--- src/rtl/chunk_pkg.sv ---
package chunk_pkg;
   typedef enum logic [2:0] {
      M_IDLE   = 3'd0,
      M_STREAM = 3'd1,
      M_BLOCK  = 3'd2,
      M_TRIG   = 3'd3,
      M_REARM  = 3'd4,
      M_SHUT   = 3'd5
   } mode_e;

   localparam int unsigned HALF_IX = 0;
   localparam int unsigned FULL_IX = 1;
endpackage

--- src/rtl/chunk_evt_latch.sv ---
module chunk_evt_latch (
   input  logic       clk,
   input  logic       rst_n,
   input  logic       flush,
   input  logic [1:0] evt,
   input  logic [1:0] take,
   output logic [1:0] lat,
   output logic       dup
);
   logic [1:0] dup_v;

   for (genvar g = 0; g < 2; g++) begin : g_side
      always_ff @(posedge clk) begin
         if (!rst_n || flush) lat[g] <= 1'b0;
         else                 lat[g] <= (lat[g] & ~take[g]) | evt[g];
      end
      assign dup_v[g] = evt[g] & lat[g] & ~take[g];
   end

   assign dup = |dup_v;
endmodule

--- src/rtl/chunk_order.sv ---
module chunk_order (
   input  logic [1:0] lat,
   input  logic       past_mid,
   output logic       go,
   output logic       sel_full,
   output logic [1:0] take
);
   always_comb begin
      go       = |lat;
      // Past the midpoint the upper half must be closed before anything else.
      sel_full = past_mid ? 1'b1 : (lat[1] & ~lat[0]);
      take[1]  = go & sel_full & lat[1];
      take[0]  = go & ~sel_full;
   end
endmodule

--- src/rtl/chunk_span.sv ---
module chunk_span #(
   parameter int unsigned BUF_ITEMS = 64,
   parameter int unsigned CHANNELS  = 4,
   parameter int unsigned IDX_W     = 7,
   parameter int unsigned GRP_W     = 16
) (
   input  logic [IDX_W-1:0] start_pos,
   input  logic             sel_full,
   input  logic             finite,
   input  logic [GRP_W-1:0] remain,
   output logic             empty,
   output logic [IDX_W-1:0] item_cnt,
   output logic [GRP_W-1:0] remain_nx,
   output logic             close
);
   localparam int unsigned HALF  = BUF_ITEMS / 2;
   localparam logic [IDX_W-1:0] END_H = IDX_W'(HALF);
   localparam logic [IDX_W-1:0] END_F = IDX_W'(BUF_ITEMS);
   localparam int unsigned SH    = $clog2(CHANNELS);
   localparam bit          POW2  = ((1 << SH) == CHANNELS);

   logic [IDX_W-1:0] end_pos, span;
   logic [GRP_W-1:0] groups, used;

   assign end_pos = sel_full ? END_F : END_H;
   assign empty   = (start_pos == end_pos);
   assign span    = end_pos - start_pos;

   if (POW2) begin : g_shift
      assign groups = GRP_W'(span >> SH);
   end else begin : g_div
      assign groups = GRP_W'(span / IDX_W'(CHANNELS));
   end

   always_comb begin
      used      = (finite && remain < groups) ? remain : groups;
      remain_nx = finite ? remain - used : remain;
      close     = finite && (remain_nx == '0);
      item_cnt  = IDX_W'(used * GRP_W'(CHANNELS));
   end
endmodule

--- src/rtl/ping_pong_chunker.sv ---
module ping_pong_chunker #(
   parameter int unsigned BUF_ITEMS = 64,
   parameter int unsigned CHANNELS  = 4,
   parameter int unsigned GRP_W     = 16,
   parameter int unsigned SEQ_W     = 8,
   parameter int unsigned IDX_W     = $clog2(BUF_ITEMS + 1)
) (
   input  logic             clk,
   input  logic             rst_n,
   input  logic             cap_stream,
   input  logic             cap_block,
   input  logic             cap_trig,
   input  logic             cap_stop,
   input  logic [IDX_W-1:0] cap_pos,
   input  logic [GRP_W-1:0] cap_len,
   input  logic             auto_rearm,
   input  logic             wr_half,
   input  logic             wr_full,
   input  logic             ack_half,
   input  logic             ack_full,
   output logic             d_valid,
   input  logic             d_ready,
   output logic [IDX_W-1:0] d_start,
   output logic [IDX_W-1:0] d_count,
   output logic             d_close,
   output logic             d_full,
   output logic [SEQ_W-1:0] d_seq,
   output logic [2:0]       mode_o,
   output logic             busy_half,
   output logic             busy_full
);
   import chunk_pkg::*;

   localparam int unsigned HALF = BUF_ITEMS / 2;
   localparam logic [IDX_W-1:0] MID = IDX_W'(HALF);

   if (BUF_ITEMS % (2 * CHANNELS) != 0) begin : g_bad_size
      $error("BUF_ITEMS must be a multiple of 2*CHANNELS");
   end
   if (CHANNELS < 1 || SEQ_W < 1) begin : g_bad_width
      $error("CHANNELS and SEQ_W must be positive");
   end
   if (IDX_W < $clog2(BUF_ITEMS + 1)) begin : g_bad_idx
      $error("IDX_W too narrow for BUF_ITEMS");
   end

   mode_e            mode;
   logic [IDX_W-1:0] start_pos;
   logic [GRP_W-1:0] remain;
   logic [SEQ_W-1:0] seq_cnt;

   logic [1:0]       lat, take, take_g;
   logic             dup, go, sel_full;
   logic             active, finite, slot_free, step;
   logic             empty, span_close, busy_sel;
   logic [IDX_W-1:0] item_cnt;
   logic [GRP_W-1:0] remain_nx;
   logic             emit, emit_close, emit_full, torn, go_shut, idle_like;

   assign active    = (mode == M_STREAM) || (mode == M_BLOCK) || (mode == M_TRIG);
   assign finite    = (mode == M_BLOCK) || (mode == M_TRIG);
   assign idle_like = (mode == M_IDLE) || (mode == M_REARM);
   assign slot_free = !d_valid || d_ready;

   chunk_evt_latch u_latch (
      .clk   (clk),
      .rst_n (rst_n),
      .flush (!active),
      .evt   ({wr_full, wr_half}),
      .take  (take_g),
      .lat   (lat),
      .dup   (dup)
   );

   chunk_order u_order (
      .lat      (lat),
      .past_mid (start_pos > MID),
      .go       (go),
      .sel_full (sel_full),
      .take     (take)
   );

   chunk_span #(
      .BUF_ITEMS (BUF_ITEMS),
      .CHANNELS  (CHANNELS),
      .IDX_W     (IDX_W),
      .GRP_W     (GRP_W)
   ) u_span (
      .start_pos (start_pos),
      .sel_full  (sel_full),
      .finite    (finite),
      .remain    (remain),
      .empty     (empty),
      .item_cnt  (item_cnt),
      .remain_nx (remain_nx),
      .close     (span_close)
   );

   assign step       = active && go && slot_free && !cap_stop;
   assign take_g     = take & {2{step}};
   assign busy_sel   = sel_full ? busy_full : busy_half;
   assign torn       = step && !empty && busy_sel;
   assign emit       = step && !empty && !busy_sel && !dup;
   assign emit_close = span_close;
   assign emit_full  = sel_full;
   assign go_shut    = active && !cap_stop && (torn || dup);

   // Mode, capture counters and start index
   always_ff @(posedge clk) begin
      if (!rst_n) begin
         mode      <= M_IDLE;
         start_pos <= '0;
         remain    <= '0;
         seq_cnt   <= '0;
      end else if (cap_stop) begin
         mode <= M_IDLE;
      end else if (idle_like && (cap_stream || cap_block || cap_trig)) begin
         mode      <= cap_stream ? M_STREAM : (cap_block ? M_BLOCK : M_TRIG);
         start_pos <= cap_pos;
         remain    <= cap_len;
         seq_cnt   <= '0;
      end else if (go_shut) begin
         mode <= M_SHUT;
      end else if (step) begin
         start_pos <= sel_full ? '0 : MID;
         remain    <= remain_nx;
         if (emit) begin
            seq_cnt <= seq_cnt + 1'b1;
            if (emit_close)
               mode <= (mode == M_TRIG && auto_rearm) ? M_REARM : M_IDLE;
         end
      end
   end

   // Per-half busy flags
   always_ff @(posedge clk) begin
      if (!rst_n || cap_stop || go_shut || (emit && emit_close)) begin
         busy_half <= 1'b0;
         busy_full <= 1'b0;
      end else begin
         busy_half <= (busy_half & ~ack_half) | (emit & ~emit_full);
         busy_full <= (busy_full & ~ack_full) | (emit & emit_full);
      end
   end

   // Descriptor slot
   always_ff @(posedge clk) begin
      if (!rst_n) begin
         d_valid <= 1'b0;
         d_start <= '0;
         d_count <= '0;
         d_close <= 1'b0;
         d_full  <= 1'b0;
         d_seq   <= '0;
      end else if (emit) begin
         d_valid <= 1'b1;
         d_start <= start_pos;
         d_count <= item_cnt;
         d_close <= emit_close;
         d_full  <= emit_full;
         d_seq   <= seq_cnt;
      end else if (d_ready) begin
         d_valid <= 1'b0;
      end
   end

   assign mode_o = mode;
endmodule

--- config.mk ---
export PLATFORM = sky130hd
export DESIGN_NAME = ping_pong_chunker
export DESIGN_NICKNAME = d
export VERILOG_FILES = /design/src/rtl/chunk_pkg.sv /design/src/rtl/chunk_evt_latch.sv /design/src/rtl/chunk_order.sv /design/src/rtl/chunk_span.sv /design/src/rtl/ping_pong_chunker.sv
export SDC_FILE = /design/constraint.sdc
export NUM_CORES = 1
export LEC_CHECK = 0
export ABC_AREA = 1
export BUFFER_PORTS_ARGS = -buffer_cell sky130_fd_sc_hd__clkbuf_2
export CORE_MARGIN = 3
export CORE_UTILIZATION = 51
export CTS_BUF_LIST = sky130_fd_sc_hd__clkbuf_4 sky130_fd_sc_hd__clkbuf_8 sky130_fd_sc_hd__clkbuf_16
export DETAILED_ROUTE_END_ITERATION = 12
export PLACE_DENSITY = 0.76
export REMOVE_ABC_BUFFERS = 1
export SKIP_CTS_REPAIR_TIMING = 1
export SLEW_MARGIN = 15
export SYNTH_ARGS = -nofsm -noshare
export SYNTH_HDL_FRONTEND = slang
export SYNTH_SLANG_ARGS = --single-unit
--- constraint.sdc ---
create_clock -name clk -period 3.7 [get_ports clk]
set_input_delay 0.185 -clock clk [delete_from_list [all_inputs] [get_ports clk]]
set_output_delay 0.185 -clock clk [all_outputs]
set_load 0.01 [all_outputs]
; ---- After elaboration in Yosys (flattened, before gate mapping)
; Cells that the tools add are included.
[word_totals]
inputBits = 35
elab_cells = 125
mem_count = 0
register_bits = 61
ramBits = 0
out_inout_bits = 30
latch_bits = 0
romBits = 0
[classes]
n_div = 0
bitwise = 27
n_eq_ne = 6
addsub = 3
shifts = 0
magnitude_cmp = 2
muxes = 26
mul = 0
reduce_logical = 47
[ops]
columns = cell, n
row1 = two-way mux 16 bit, 5
row2 = two-way mux 8 bit, 4
row3 = two-way mux 7 bit, 4
row4 = two-way mux 3 bit, 6
row5 = logical NOT 16 bit, 1
row6 = less-than comparator 16 x 5 -> 1 bit, 1
row7 = subtractor 16 bit, 1
row8 = bitwise AND 1 bit, 14
row9 = logical AND 1 bit, 14
row10 = logical OR 1 bit, 12
row11 = nonzero test 3 bit, 3
row12 = "adder 8 x 1 -> 8 bit, second input constant", 1
row13 = NOT 1 bit, 8
row14 = equality test 7 bit, 1
row15 = "> comparator 7 x 6 -> 1 bit, second input constant", 1
row16 = logical NOT 1 bit, 7
row17 = subtractor 7 bit, 1
row18 = "equality test 3 x 2 -> 1 bit, second input constant", 2
row19 = two-way mux 6 bit, 1
row20 = AND reduction 3 bit, 2
row21 = nonzero test 2 bit, 3
row22 = OR reduction 2 bit, 3
row23 = two-way mux 1 bit, 5
row24 = bitwise OR 1 bit, 4
row25 = 7 further kinds, 7

; ---- Depth between registers and ports, before layout
[logic_depth]
depth_word = 17
ltp_mapped = 35
ltp_nobuf = 35

; ---- Cells and area by module
; A second synthesis with hierarchy kept.
[unflattened]
hier_cells = 679
area_unflattened_um2 = 4275.4
[by_module_without_submodules]
columns = mod, instances, seq_area_each_um2, cells_per_inst, area_each_um2
row1 = ping_pong_chunker, 1, 1221.2, 425, 2910.3
row2 = chunk_span, 1, 0.0, 233, 1232.4
row3 = chunk_evt_latch, 1, 40.0, 14, 103.8
row4 = chunk_order, 1, 0.0, 7, 28.8

; ---- Worst setup path after synthesis
; No wires, ideal clock.
[synth_timing]
path_kind = register to register
start = register start_pos[2]
end = register busy_full
t_required_ns = 3.587
path_slack_ns = -0.247
n_path_buf = 1
synth_period_minus_slack_ns = 3.947
path_stages_with_launch = 32
setup_time_ns = 0.113
arrival_time_ns = 3.834
path_cell_list = dfxtp_1 > nor2_2 > nand3_2 > nand2_2 > nand2_4 > clkinv_2 > ha_1 > inv_1 > nor2_1 > inv_1 > nand2_1 > ha_1 > a21oi_1 > nand2_1 > a21oi_1 > nand2_1 > buf_2 > o21a_1 > fa_1 > nand3_1 > nand3_1 > nand2_1 > nand4_1 > nand2_1 > inv_1 > nor2_1 > nand3_1 > nor2_1 > nand4_1 > or2_1 > nand3_1 > nor2_1
[synth_via]
elab_chain_len = 13
word_cells_on_any_way = 37
cone_classes = add/sub (2) / order compare (2) / eq/ne (1) / mux (5) / bitwise (11) / reduce/logical (16)
[synth_rtl]
columns = element, line_no
row1 = "start, declared", ping_pong_chunker.sv:48  ; logic [IDX_W-1:0] start_pos;
row2 = "start signal, assigned", ping_pong_chunker.sv:119  ; start_pos <= cap_pos;
row3 = "start signal, assigned", ping_pong_chunker.sv:125  ; start_pos <= sel_full ? '0 : MID;
row4 = > comparator 7 x 6 -> 1 bit, ping_pong_chunker.sv:77  ; .past_mid (start_pos > MID),
row5 = two-way mux 1 bit, chunk_order.sv:11  ; sel_full = past_mid ? 1'b1 : (lat[1] & ~lat[0]);
row6 = two-way mux 7 bit, chunk_span.sv:25  ; assign end_pos = sel_full ? END_F : END_H;
row7 = subtractor 7 bit, chunk_span.sv:27  ; assign span = end_pos - start_pos;
row8 = less-than comparator 16 x 5 -> 1 bit, chunk_span.sv:36  ; used = (finite && remain < groups) ? remain : groups;
row9 = logical AND 1 bit, chunk_span.sv:36
row10 = two-way mux 16 bit, chunk_span.sv:36
row11 = subtractor 16 bit, chunk_span.sv:37  ; remain_nx = finite ? remain - used : remain;
row12 = two-way mux 16 bit, chunk_span.sv:37
row13 = logical NOT 16 bit, chunk_span.sv:38  ; close = finite && (remain_nx == '0);
row14 = logical AND 1 bit, chunk_span.sv:38
row15 = logical AND 1 bit, ping_pong_chunker.sv:137  ; if (!rst_n || cap_stop || go_shut || (emit && emit_close)) begin
row16 = logical OR 1 bit, ping_pong_chunker.sv:137
row17 = "end signal, assigned", ping_pong_chunker.sv:142  ; busy_full <= (busy_full & ~ack_full) | (emit & emit_full);
row18 = "end, declared", ping_pong_chunker.sv:30  ; output logic busy_full
; Parallel ways exist; a longest one is shown, timed or not.
; A chain may end at the register's enable or synchronous reset.

; ---- Worst setup path in the final report
; Ends and elaborated chain as after synthesis.

==> impl_table.tex <==
\begin{tabular}{lr}
\hline
Metric & Value \\
\hline
\multicolumn{2}{l}{\textbf{Yosys}} \\
Mean cell area of the mapped netlist & around 6.5 µm² \\
EDFF count, synth & 0 \\
Ys flop type & sky130\_fd\_sc\_hd\_\_dfxtp\_1 \\
Seq/Total Area, Yosys & 32.36\% \\
Biggest area consumer among synthesized cells & sky130\_fd\_sc\_hd\_\_dfxtp\_1 \\
Area share of the largest cell type after synthesis & 32.36\% \\
Async set-reset flop share out of synthesis & 0\% \\
Cell types with the largest area share after synthesis & sky130\_fd\_sc\_hd\_\_dfxtp\_1 (32\%), sky130\_fd\_sc\_hd\_\_nand2\_1 (14\%), sky130\_fd\_sc\_hd\_\_inv\_1 (7.3\%) \\
Distinct cell type count of the synthesized netlist & 47 \\
Warnings from Yosys & 0 \\
Cell area after synthesis & between 3000 and 4000 µm² \\
Synthesis-stage register bit count & roughly 60 \\
Synthesized instance count & slightly below 600 \\
\multicolumn{2}{l}{\textbf{Final layout}} \\
Number of fill cells in the layout & 580 \\
Number of antenna cells inserted & 0 \\
Layout Nets & between 700 and 800 \\
Synthesis-to-layout area growth & 36.41\% \\
Most frequent cells in the layout & sky130\_fd\_sc\_hd\_\_nand2\_1 (122), sky130\_fd\_sc\_hd\_\_inv\_1 (64), sky130\_fd\_sc\_hd\_\_nor2\_1 (64), sky130\_fd\_sc\_hd\_\_buf\_4 (64), sky130\_fd\_sc\_hd\_\_clkbuf\_2 (62) \\
Ratio of cells with drive above 1 in the final layout & 35.18\% \\
Cell Count, Final, Fillers Out & 801 \\
Most common cell after layout, fill and taps aside & sky130\_fd\_sc\_hd\_\_nand2\_1 \\
\multicolumn{2}{l}{\textbf{Timing}} \\
Slack of the critical path & -0.6878 ns \\
Final Hold Viols & 0 \\
Number of setup violations in the final report & 17 \\
Max-slew violation count & 0 \\
Worst relative slew slack & roughly 28\% \\
RSZ-0062 raised after global routing & yes \\
Min cycle time layout & 4.388 ns \\
Sum of negative setup slack & -5.278 ns \\
Worst hold slack across all endpoints & 0.05528 ns \\
Worst-Margin Slew & 1.072 ns \\
Max Freq & 227.9 MHz \\
Clock skew after layout & 0.02262 ns \\
Share of the clock period used by the worst path after layout & 118.6\% \\
\multicolumn{2}{l}{\textbf{Routing}} \\
Post-route DRC violation count & 0 \\
Detailed Route WL & 11820 µm \\
Ratio of routed vias to standard cells & around 5.4 \\
Via count & around 4400 \\
First-pass iteration count of the detailed router & 5 \\
Number of nets with antenna violations after detailed routing & 0 \\
Number of design-rule violations left by the first detailed-router iteration & 352 \\
Routed wirelength normalized by instance count & 14.76 µm \\
\multicolumn{2}{l}{\textbf{Global routing}} \\
First-pass GRT wire length & 18060 µm \\
Total overflow reported by the global router & 0 \\
Number of global-route vias before repair & 4084 \\
Pin count of the biggest net entering global routing & 37 \\
Number of antenna violations at the first check in global routing & 0 \\
GRT Total Usage & between 20\% and 30\% \\
\multicolumn{2}{l}{\textbf{Setup path}} \\
Critical path type & reg -> reg \\
Setup crit end kind & flip-flop \\
Worst setup startpoint & start\_pos[2] \\
Cell with the largest stage delay on the worst path & sky130\_fd\_sc\_hd\_\_dfxtp\_2 \\
Slack of the worst reg-to-reg path & -0.69 ns \\
Largest incremental delay on the critical path & 0.37 ns \\
Worst R2R End & busy\_full \\
Worst-case reg-to-reg path depth & 33 \\
CP dominant cell by count & sky130\_fd\_sc\_hd\_\_nand2\_2 \\
Worst Setup Start Kind & flip-flop \\
Arrival time of data at the critical path endpoint & 4.64 ns \\
Crit Path Max Fanout & 6 \\
Data required, critical path & 3.95 ns \\
Worst reg2reg startpoint & start\_pos[2] \\
\multicolumn{2}{l}{\textbf{Pwr}} \\
Worst VDD drop & 252.3 µV \\
Pwr Total & between 2000 and 2500 µW \\
Leak Pwr & 0.002409 µW \\
Power per unit of standard cell area & 449.5 nW/µm² \\
\multicolumn{2}{l}{\textbf{Clock network}} \\
Clk slew on worst S/H paths & roughly 0.09 ns \\
Buffers from clock root to sink, at most & 2 \\
H-Tree Level Count & 3 \\
CTS tree & yes \\
Root Buffer Master & sky130\_fd\_sc\_hd\_\_clkbuf\_8 \\
Clock net sink count & 61 \\
CTS buffer count & 9 \\
Clock latency reported for the late side of the worst-skew pair & 0.37 ns \\
\multicolumn{2}{l}{\textbf{Placement}} \\
Final weighted congestion in routability-driven placement & 0.9936 \\
Number of placed instances with taps included & 773 \\
Worst setup timing slack at the placement stage & -0.6442 ns \\
Count of buffers inserted at the top-level ports & 62 \\
Estimated wirelength of the detail-placed design & 7877 µm \\
\multicolumn{2}{l}{\textbf{Hold path}} \\
Number of stages on the worst hold path & 3 \\
Min-Delay Endpoint & start\_pos[2] \\
Worst min path class & in -> reg \\
Origin of the worst min-delay path & cap\_pos[2] \\
\multicolumn{2}{l}{\textbf{Die}} \\
Boundary Pins & 65 \\
DIE WIDTH & 92.02 µm \\
Floorplan die area & 8468 µm² \\
Height of the chip & 92.02 µm \\
CORE AREA & 6982 µm² \\
Row count & 30 \\
Starting Density & 54.05\% \\
\multicolumn{2}{l}{\textbf{Status}} \\
Violations in the final reports & setup timing \\
Result of the run & finished with violations \\
\multicolumn{2}{l}{\textbf{Flow run}} \\
Max Cap Viol & 0 \\
\hline
\end{tabular}
==> synthesized netlist by cell type, types with 2 or more instances <==
library cell	instances
sky130_fd_sc_hd__or2_2	2
sky130_fd_sc_hd__nor2_1	69
sky130_fd_sc_hd__a31oi_1	4
sky130_fd_sc_hd__buf_2	6
sky130_fd_sc_hd__o211ai_1	4
sky130_fd_sc_hd__dfxtp_1	61
sky130_fd_sc_hd__clkinv_1	2
sky130_fd_sc_hd__ha_1	10
sky130_fd_sc_hd__a211oi_1	9
sky130_fd_sc_hd__o21ai_0	18
sky130_fd_sc_hd__nand4_1	17
sky130_fd_sc_hd__nor2_2	5
sky130_fd_sc_hd__nand2_1	142
sky130_fd_sc_hd__nor2_4	3
sky130_fd_sc_hd__nand3b_1	2
sky130_fd_sc_hd__a21oi_1	53
sky130_fd_sc_hd__buf_4	5
sky130_fd_sc_hd__inv_1	73
sky130_fd_sc_hd__nor3_1	4
sky130_fd_sc_hd__inv_2	3
sky130_fd_sc_hd__nand3_2	4
sky130_fd_sc_hd__buf_1	2
sky130_fd_sc_hd__o21ai_1	13
sky130_fd_sc_hd__xor2_1	3
sky130_fd_sc_hd__nand2_4	3
sky130_fd_sc_hd__nand2_2	5
sky130_fd_sc_hd__clkbuf_1	7
sky130_fd_sc_hd__o21a_1	3
sky130_fd_sc_hd__nand3_1	29
==> state kept, by name, summed over array words and instances, names as in the netlist, 2 cells and up <==
| register | cells |
|---|---|
| d_count | 5 |
| d_seq | 8 |
| d_start | 7 |
| mode_o | 3 |
| remain | 16 |
| seq_cnt | 8 |
| start_pos | 7 |
| u_latch.lat | 2 |
==> logic make-up (layout without fill, tap and decap cells) <==
logic type / after synthesis / count (layout) / synth area share [%]
buffers and inverters: 99 / 224 / 10.58
AOI/OAI and AO/OA: 113 / 113 / 17.47
xor gates and xnor gates: 4 / 4 / 0.9286
other: 1 / 2 / 0.09937
and+or+nand+nor: 290 / 290 / 34.71
DFF: 61 / 61 / 32.36
adders and majority gates: 11 / 11 / 3.846
==> metrics by stage <==
stage | util [%] | area, µm²
final | 73.73 | 5147
after detailed placement | 64.73 | 4519
after CTS | 67.71 | 4727
after global routing | 73.73 | 5147
after floorplan | - | 3676
after global placement | 64.73 | 4519
==> power by group <==
group	leakage (µW)	switching, µW	total [µW]	internal [µW]
combinational	0.00182	526	936	410
sequential	0.000499	38.4	727	689
clock	0.0000955	316	650	334
total	0.00241	880	2310	1430
==> per-layer routing <==
| metal | vias to the layer above | wire length [µm] | GRT usage [%] |
|---|---|---|---|
| met5 | - | 0 | 0 |
| met4 | 0 | 405 | 10.77 |
| met3 | 39 | 724 | 6.071 |
| met2 | 169 | 5859 | 44.71 |
| met1 | 2030 | 4832 | 32.43 |
| li1 | 2125 | - | - |
==> how the worst max path moves through the flow <==
stage	depth (start not counted)	slack (ns)	to
final	33	-0.69	busy_full
after global routing	29	-0.97	busy_full
after CTS	34	-0.72	busy_full
after detailed placement	34	-0.64	busy_full
after global placement	33	-0.51	busy_half
after floorplan	34	-0.38	busy_full
==> worst max-delay path: cells and delay by family, from the launching register on <==
family / cells / cell delay [ns]
buffers and inverters: 7 / 0.64
adders and majority gates: 3 / 0.75
and+or+nand+nor: 19 / 1.85
AOI/OAI and AO/OA: 4 / 0.66
DFF: 1 / 0.37
==> area by class of cell <==
type / count / area [µm²] / share of cell area (%)
multi-input combinational: 420 / 2464 / 47.86
sequential: 61 / 1227 / 23.85
inverter: 79 / 304.0 / 5.907
clock inverter: 6 / 70.07 / 1.361
tap: 96 / 120.1 / 2.333
timing repair buffer: 129 / 824.5 / 16.02
clock buffer: 10 / 137.6 / 2.674
(Power assumes the default switching activity.)
